### src/rtl/intc_accept_pkg.sv
package intc_accept_pkg;
  localparam int LVL_W     = 4;
  localparam int DATA_W    = 32;
  localparam int UMASK_LSB = 4;
  localparam int NMI_BIT   = 16;

  localparam logic SEL_UMASK = 1'b0;
  localparam logic SEL_NMI   = 1'b1;

  typedef struct packed {
    logic             accept;
    logic             nmi;
    logic [LVL_W-1:0] level;
  } acc_res_t;
endpackage

### src/rtl/intc_mask_regs.sv
module intc_mask_regs
  import intc_accept_pkg::*;
(
  input  logic              clk,
  input  logic              rst_n,
  input  logic              wr_en,
  input  logic              sel,
  input  logic [DATA_W-1:0] wr_data,
  output logic [DATA_W-1:0] rd_data,
  input  logic              nmi_evt,
  output logic [LVL_W-1:0]  umask
);
  logic nmi_flag;
  logic wr_umask, wr_nmi_clr;
  logic unused_wbits;

  assign wr_umask   = wr_en && (sel == SEL_UMASK);
  assign wr_nmi_clr = wr_en && (sel == SEL_NMI) && !wr_data[NMI_BIT];
  assign unused_wbits = ^{wr_data[DATA_W-1:NMI_BIT+1],
                          wr_data[NMI_BIT-1:UMASK_LSB+LVL_W],
                          wr_data[UMASK_LSB-1:0]};

  always_ff @(posedge clk or negedge rst_n) begin
    if (!rst_n) umask <= '0;
    else if (wr_umask) umask <= wr_data[UMASK_LSB +: LVL_W];
  end

  // hardware set dominates a software clear in the same cycle
  always_ff @(posedge clk or negedge rst_n) begin
    if (!rst_n) nmi_flag <= 1'b0;
    else if (nmi_evt) nmi_flag <= 1'b1;
    else if (wr_nmi_clr) nmi_flag <= 1'b0;
  end

  always_comb begin
    rd_data = '0;
    if (sel == SEL_UMASK) rd_data[UMASK_LSB +: LVL_W] = umask;
    else rd_data[NMI_BIT] = nmi_flag;
  end


  umask_hold_chk: assert property (@(posedge clk) disable iff (!rst_n)
    !wr_umask |=> $stable(umask));

  nmi_set_chk: assert property (@(posedge clk) disable iff (!rst_n)
    nmi_evt |=> nmi_flag);

  nmi_keep_chk: assert property (@(posedge clk) disable iff (!rst_n)
    (nmi_flag && !wr_nmi_clr) |=> nmi_flag);

  nmi_clear_chk: assert property (@(posedge clk) disable iff (!rst_n)
    (wr_nmi_clr && !nmi_evt) |=> !nmi_flag);
endmodule

### src/rtl/intc_mask_eval.sv
module intc_mask_eval
  import intc_accept_pkg::*;
#(
  parameter int NUM_SRC = 8,
  localparam int SRC_W = (NUM_SRC > 1) ? $clog2(NUM_SRC) : 1
) (
  input  logic               nmi,
  input  logic [LVL_W-1:0]   level,
  input  logic [SRC_W-1:0]   src,
  input  logic [LVL_W-1:0]   umask,
  input  logic [LVL_W-1:0]   srmask,
  input  logic [NUM_SRC-1:0] src_mask,
  output logic               accept
);
  logic src_en, above_user, above_sr;

  always_comb begin
    src_en = 1'b0;
    for (int i = 0; i < NUM_SRC; i++)
      if (src == SRC_W'(i)) src_en = !src_mask[i];
  end

  assign above_user = level > umask;
  assign above_sr   = level > srmask;
  assign accept     = nmi || (above_user && above_sr && src_en);
endmodule

### src/rtl/intc_out_stage.sv
module intc_out_stage
  import intc_accept_pkg::*;
(
  input  logic     clk,
  input  logic     rst_n,
  input  logic     in_valid,
  output logic     in_ready,
  input  acc_res_t in_data,
  output logic     out_valid,
  input  logic     out_ready,
  output acc_res_t out_data
);
  assign in_ready = !out_valid || out_ready;

  always_ff @(posedge clk or negedge rst_n) begin
    if (!rst_n) begin
      out_valid <= 1'b0;
      out_data  <= '0;
    end else if (in_ready) begin
      out_valid <= in_valid;
      if (in_valid) out_data <= in_data;
    end
  end


  res_hold_chk: assert property (@(posedge clk) disable iff (!rst_n)
    (out_valid && !out_ready) |=> (out_valid && $stable(out_data)));
endmodule

### src/rtl/intc_accept_filter.sv
module intc_accept_filter
  import intc_accept_pkg::*;
#(
  parameter int NUM_SRC = 8,
  localparam int SRC_W = (NUM_SRC > 1) ? $clog2(NUM_SRC) : 1
) (
  input  logic               clk,
  input  logic               rst_n,
  input  logic [3:0]         sr_mask,
  input  logic [NUM_SRC-1:0] src_mask,
  input  logic               req_valid,
  output logic               req_ready,
  input  logic               req_nmi,
  input  logic [SRC_W-1:0]   req_src,
  input  logic [3:0]         req_level,
  output logic               res_valid,
  input  logic               res_ready,
  output logic               res_accept,
  output logic               res_nmi,
  output logic [3:0]         res_level,
  input  logic               reg_sel,
  input  logic               reg_wr,
  input  logic [31:0]        reg_wdata,
  output logic [31:0]        reg_rdata
);
  logic [LVL_W-1:0] umask;
  logic             acc;
  logic             nmi_evt;
  acc_res_t         stage_in, stage_out;

  assign nmi_evt = req_valid && req_ready && req_nmi;

  intc_mask_regs u_regs (
    .clk(clk), .rst_n(rst_n), .wr_en(reg_wr), .sel(reg_sel),
    .wr_data(reg_wdata), .rd_data(reg_rdata), .nmi_evt(nmi_evt), .umask(umask)
  );

  intc_mask_eval #(.NUM_SRC(NUM_SRC)) u_eval (
    .nmi(req_nmi), .level(req_level), .src(req_src), .umask(umask),
    .srmask(sr_mask), .src_mask(src_mask), .accept(acc)
  );

  assign stage_in = '{accept: acc, nmi: req_nmi, level: req_level};

  intc_out_stage u_out (
    .clk(clk), .rst_n(rst_n), .in_valid(req_valid), .in_ready(req_ready),
    .in_data(stage_in), .out_valid(res_valid), .out_ready(res_ready),
    .out_data(stage_out)
  );

  assign res_accept = stage_out.accept;
  assign res_nmi    = stage_out.nmi;
  assign res_level  = stage_out.level;


  nmi_accept_chk: assert property (@(posedge clk) disable iff (!rst_n)
    (res_valid && res_nmi) |-> res_accept);

  full_mask_chk: assert property (@(posedge clk) disable iff (!rst_n)
    (req_valid && req_ready && !req_nmi && umask == 4'hF) |=> !res_accept);
endmodule

### config.mk
export PLATFORM = sky130hd
export DESIGN_NAME = intc_accept_filter
export DESIGN_NICKNAME = d
export VERILOG_FILES = /design/src/rtl/intc_accept_pkg.sv /design/src/rtl/intc_mask_regs.sv /design/src/rtl/intc_mask_eval.sv /design/src/rtl/intc_out_stage.sv /design/src/rtl/intc_accept_filter.sv
export SDC_FILE = /design/constraint.sdc
export NUM_CORES = 1
export LEC_CHECK = 0
export BUFFER_PORTS_ARGS = -buffer_cell sky130_fd_sc_hd__buf_2
export CORE_ASPECT_RATIO = 0.7
export CORE_MARGIN = 2
export CORE_UTILIZATION = 24
export CTS_CLUSTER_SIZE = 20
export DETAILED_ROUTE_END_ITERATION = 10
export PLACE_DENSITY = 0.7
export SLEW_MARGIN = 20
export SYNTH_ARGS = -nofsm -noshare
export SYNTH_HDL_FRONTEND = slang
export SYNTH_SLANG_ARGS = --single-unit
### constraint.sdc
create_clock -name clk -period 4.03 [get_ports clk]
set_input_delay 0.2015 -clock clk [delete_from_list [all_inputs] [get_ports clk]]
set_output_delay 0.2015 -clock clk [all_outputs]
set_load 0.01 [all_outputs]
==> summary.txt <==
Run status
  • Status: complete, no violations

Power
  • Static leakage: 0.659 nW
  • Int Power: approximately 270 uW
  • Switch share: between 20 and 30%
  • Seq pwr share: between 30% and 40%
  • Peak VDD IR: 137 uV
  • Power per standard cell area: around 330 mW/mm2
  • Comb pwr share: between 20 and 30%
  • Clock share of power: between 30 and 40%
  • P_sw: 113 uW

Placed design
  • Post-DP HPWL: 1.72 mm
  • Routability cong.: approximately 0.81
  • Placed Area: 0.00111 mm2
  • # port buffers: 43

Floorplan
  • Initial Utilization: about a quarter
  • Core region area: roughly 0.0036 mm2
  • Row cnt: 18
  • Chip Height: 56.4 um
  • Die Width: just under 80 um
  • Num ports: 98
  • Die ar.: 0.00444 mm2

Clock tree
  • Hold_buf cts: 1
  • CTS tree: yes
  • Sinks on Clock Net: 12
  • H-tree depth: 1
  • CTS-repair resized insts: 0
  • Root buffer cell: clkbuf_8
  • Worst-path clk slew: roughly 0.060 ns
  • Clock Latency Late Sink: 0.24 ns
  • Num CTS Buffers: 3
  • CTS max path bufs: 2
  • Postcts setup bufs: 0

Worst setup path
  • CP Launch Type: register
  • Worst path buffer plus inverter count: 1
  • Crit path from: u_regs.umask[1]
  • Crit end category: register
  • WS Path Type: reg2reg
  • Critical Path RT: about 4.2 ns
  • CP max stage delay: 0.36 ns
  • Arrival @ worst endpoint: around 1.7 ns
  • Crit-path cells: inv_1, ha_1, nor2b_1, o211ai_1, a22oi_1, a221o_1
  • Crit-path slowest cell: dfrtp_1
  • Worst-path maximum fanout: 3
  • CP top delay family: compound AO/OA/AOI/OAI gates
  • RR Startpoint: u_regs.umask[1]

Yosys
  • Synth async-reset ratio: between 90% and 100%
  • Post-synthesis sequential area ratio: between 30% and 40%
  • Post-synthesis cell count: just over 100
  • Yosys cell types: 22
  • Syn avg cell area: about 9 um2
  • Synth warn: 0
  • Top FF cell, synth: dfrtp_1
  • #FFs+latches synth: 12
  • Cell with the most instances after synthesis: buf_4
  • Synth area leaders: dfrtp_1 32%, buf_4 22%, ha_1 11%, mux2_2 4.8%, nand2_1 4.0%
  • Netlist Area Pre-Place: around 940 um2
  • Post-synth EDFFs: 0
  • Area leader, netlist: dfrtp_1
  • Most frequent cells after synthesis: 27 x buf_4, 12 x dfrtp_1, 10 x nand2_1, 8 x ha_1, 8 x inv_1
  • Yosys top cell area share: about a third

Drt
  • Vias: ~760
  • DRT antenna net count: 0
  • Wire length per cell: roughly 9.8 um
  • Detailed Route WL: a little under 2 mm
  • Drt pass-1 iters: 3
  • Initial drt markers: 26
  • DRC: 0
  • Via/cell ratio: between 3 and 4

STA
  • Fin crit share: between 30% and 40%
  • RSZ-0062 raised after global routing: no
  • # setup viols final: 0
  • Final min period: 1.53 ns
  • Max Slew Vio Count: 0
  • Endpoints failing hold: 0
  • Fmax: roughly 0.66 GHz
  • Total negative slack: 0 ns
  • Skew final: approximately 0.0025 ns

GRT
  • Global-route wire length before repair: ~3 mm
  • Initial antenna violation count: 0
  • GRT Total Usage: a little under a tenth
  • GRT overflow: 0
  • Largest net degree at the start of global routing: 13
  • Vias in the first global route: between 600 and 700

Layout
  • ANT cells: 0
  • Final Cell Area: 0.00117 mm2
  • Final net count: 215
  • Area added between synthesis and finish: 24.8%
  • Fraction of final layout cells with drive strength greater than 1: 35.1%

Flow run
  • Max Cap Viol: 0

Min path
  • Hold wc startpoint: reg_wdata[6]
  • HP Class: in2reg
## per-layer routing
metal | part of all wire, % | GRT usage (%)
met3 | 8.4 | 4.34
met1 | 44 | 11.2
met5 | 0 | 0
met2 | 46 | 13.7
met4 | 0.93 | 3.76
## flip-flops by register name (all words and copies together) (netlist names)
| name | cells |
|---|---|
| u_regs.nmi_flag | 1 |
| u_out.out_data | 6 |
| u_regs.umask | 4 |
| u_out.out_valid | 1 |
## cells by family after synthesis
group / share of synthesized area, %
muxes: 10.4
and+or+nand+nor: 14.1
adders and majority gates: 10.7
other: 0.399
buffers and inverters: 25.3
DFF: 32.0
AOI/OAI and AO/OA: 7.19
## layout make-up
| cell class | count | area, um2 |
|---|---|---|
| Fill cell | 404 | 2450 |
| Multi-Input combinational cell | 80 | 499 |
| Sequential cell | 12 | 300 |
| Timing Repair Buffer | 44 | 225 |
| Tap cell | 50 | 62.6 |
| Clock buffer | 4 | 55.1 |
| Inverter | 8 | 30.0 |
## path summary, 6_finish.rpt
path,to,slack (ns),cells past startpoint
min reg2reg,u_out.out_data[4],0.49,2
max,u_out.out_data[5],2.50,6
min in group asynchronous,u_regs.umask[1],0.36,2
max in group asynchronous,u_out.out_valid,3.44,2
max reg2reg,u_out.out_data[5],2.50,6
min,u_regs.umask[2],0.17,3
## worst register-to-register path, delay by kind of cell, from the launching register on
family,cells,cell delay (ns)
compound gates,3,0.58
simple gates,1,0.13
buf+inv,1,0.10
flops,1,0.36
fa+ha+maj,1,0.25
## through the flow
| stage | std cells | utilization [%] | hold WS [ns] | setup slack (ns) | power, mW |
|---|---|---|---|---|---|
| 4_1_cts | 198 | 32.3 | 0.164 | 2.51 | 0.391 |
| 3_3_place_gp | 193 | 30.5 | 0.0945 | 2.49 | 0.253 |
| 5_1_grt | 198 | 32.3 | 0.177 | 2.40 | 0.411 |
| 6_report | 198 | 32.3 | 0.165 | 2.50 | 0.385 |
| 3_5_place_dp | 193 | 30.5 | 0.0987 | 2.49 | 0.255 |
| 2_1_floorplan | 128 | - | -0.0941 | 2.55 | 0.230 |
## cells in the final DEF, fill, tap and decap left out, drive strengths merged
| cell type | instances |
|---|---|
| a21oi | 2 |
| a221o | 1 |
| a22oi | 1 |
| and2 | 1 |
| buf | 43 |
| clkbuf | 4 |
| conb | 27 |
| dfrtp | 12 |
| dlygate4sd3 | 1 |
| ha | 8 |
| inv | 8 |
| mux2 | 4 |
| mux2i | 3 |
| mux4 | 1 |
| nand2 | 10 |
| nand2b | 3 |
| nand3 | 1 |
| nand4 | 3 |
| nor2 | 3 |
| nor2b | 4 |
| nor4bb | 1 |
| o211ai | 2 |
| o21ai | 5 |
## power groups by stage
stage / Sequential, mW / Clock (mW) / Combinational (mW)
floorplan: 0.150 / 0 / 0.0798
global placement: 0.146 / 0 / 0.107
detailed placement: 0.147 / 0 / 0.108
CTS: 0.144 / 0.137 / 0.109
global route: 0.145 / 0.143 / 0.123
finish: 0.144 / 0.132 / 0.108
No activity file was read; power rests on OpenSTA's default activity.
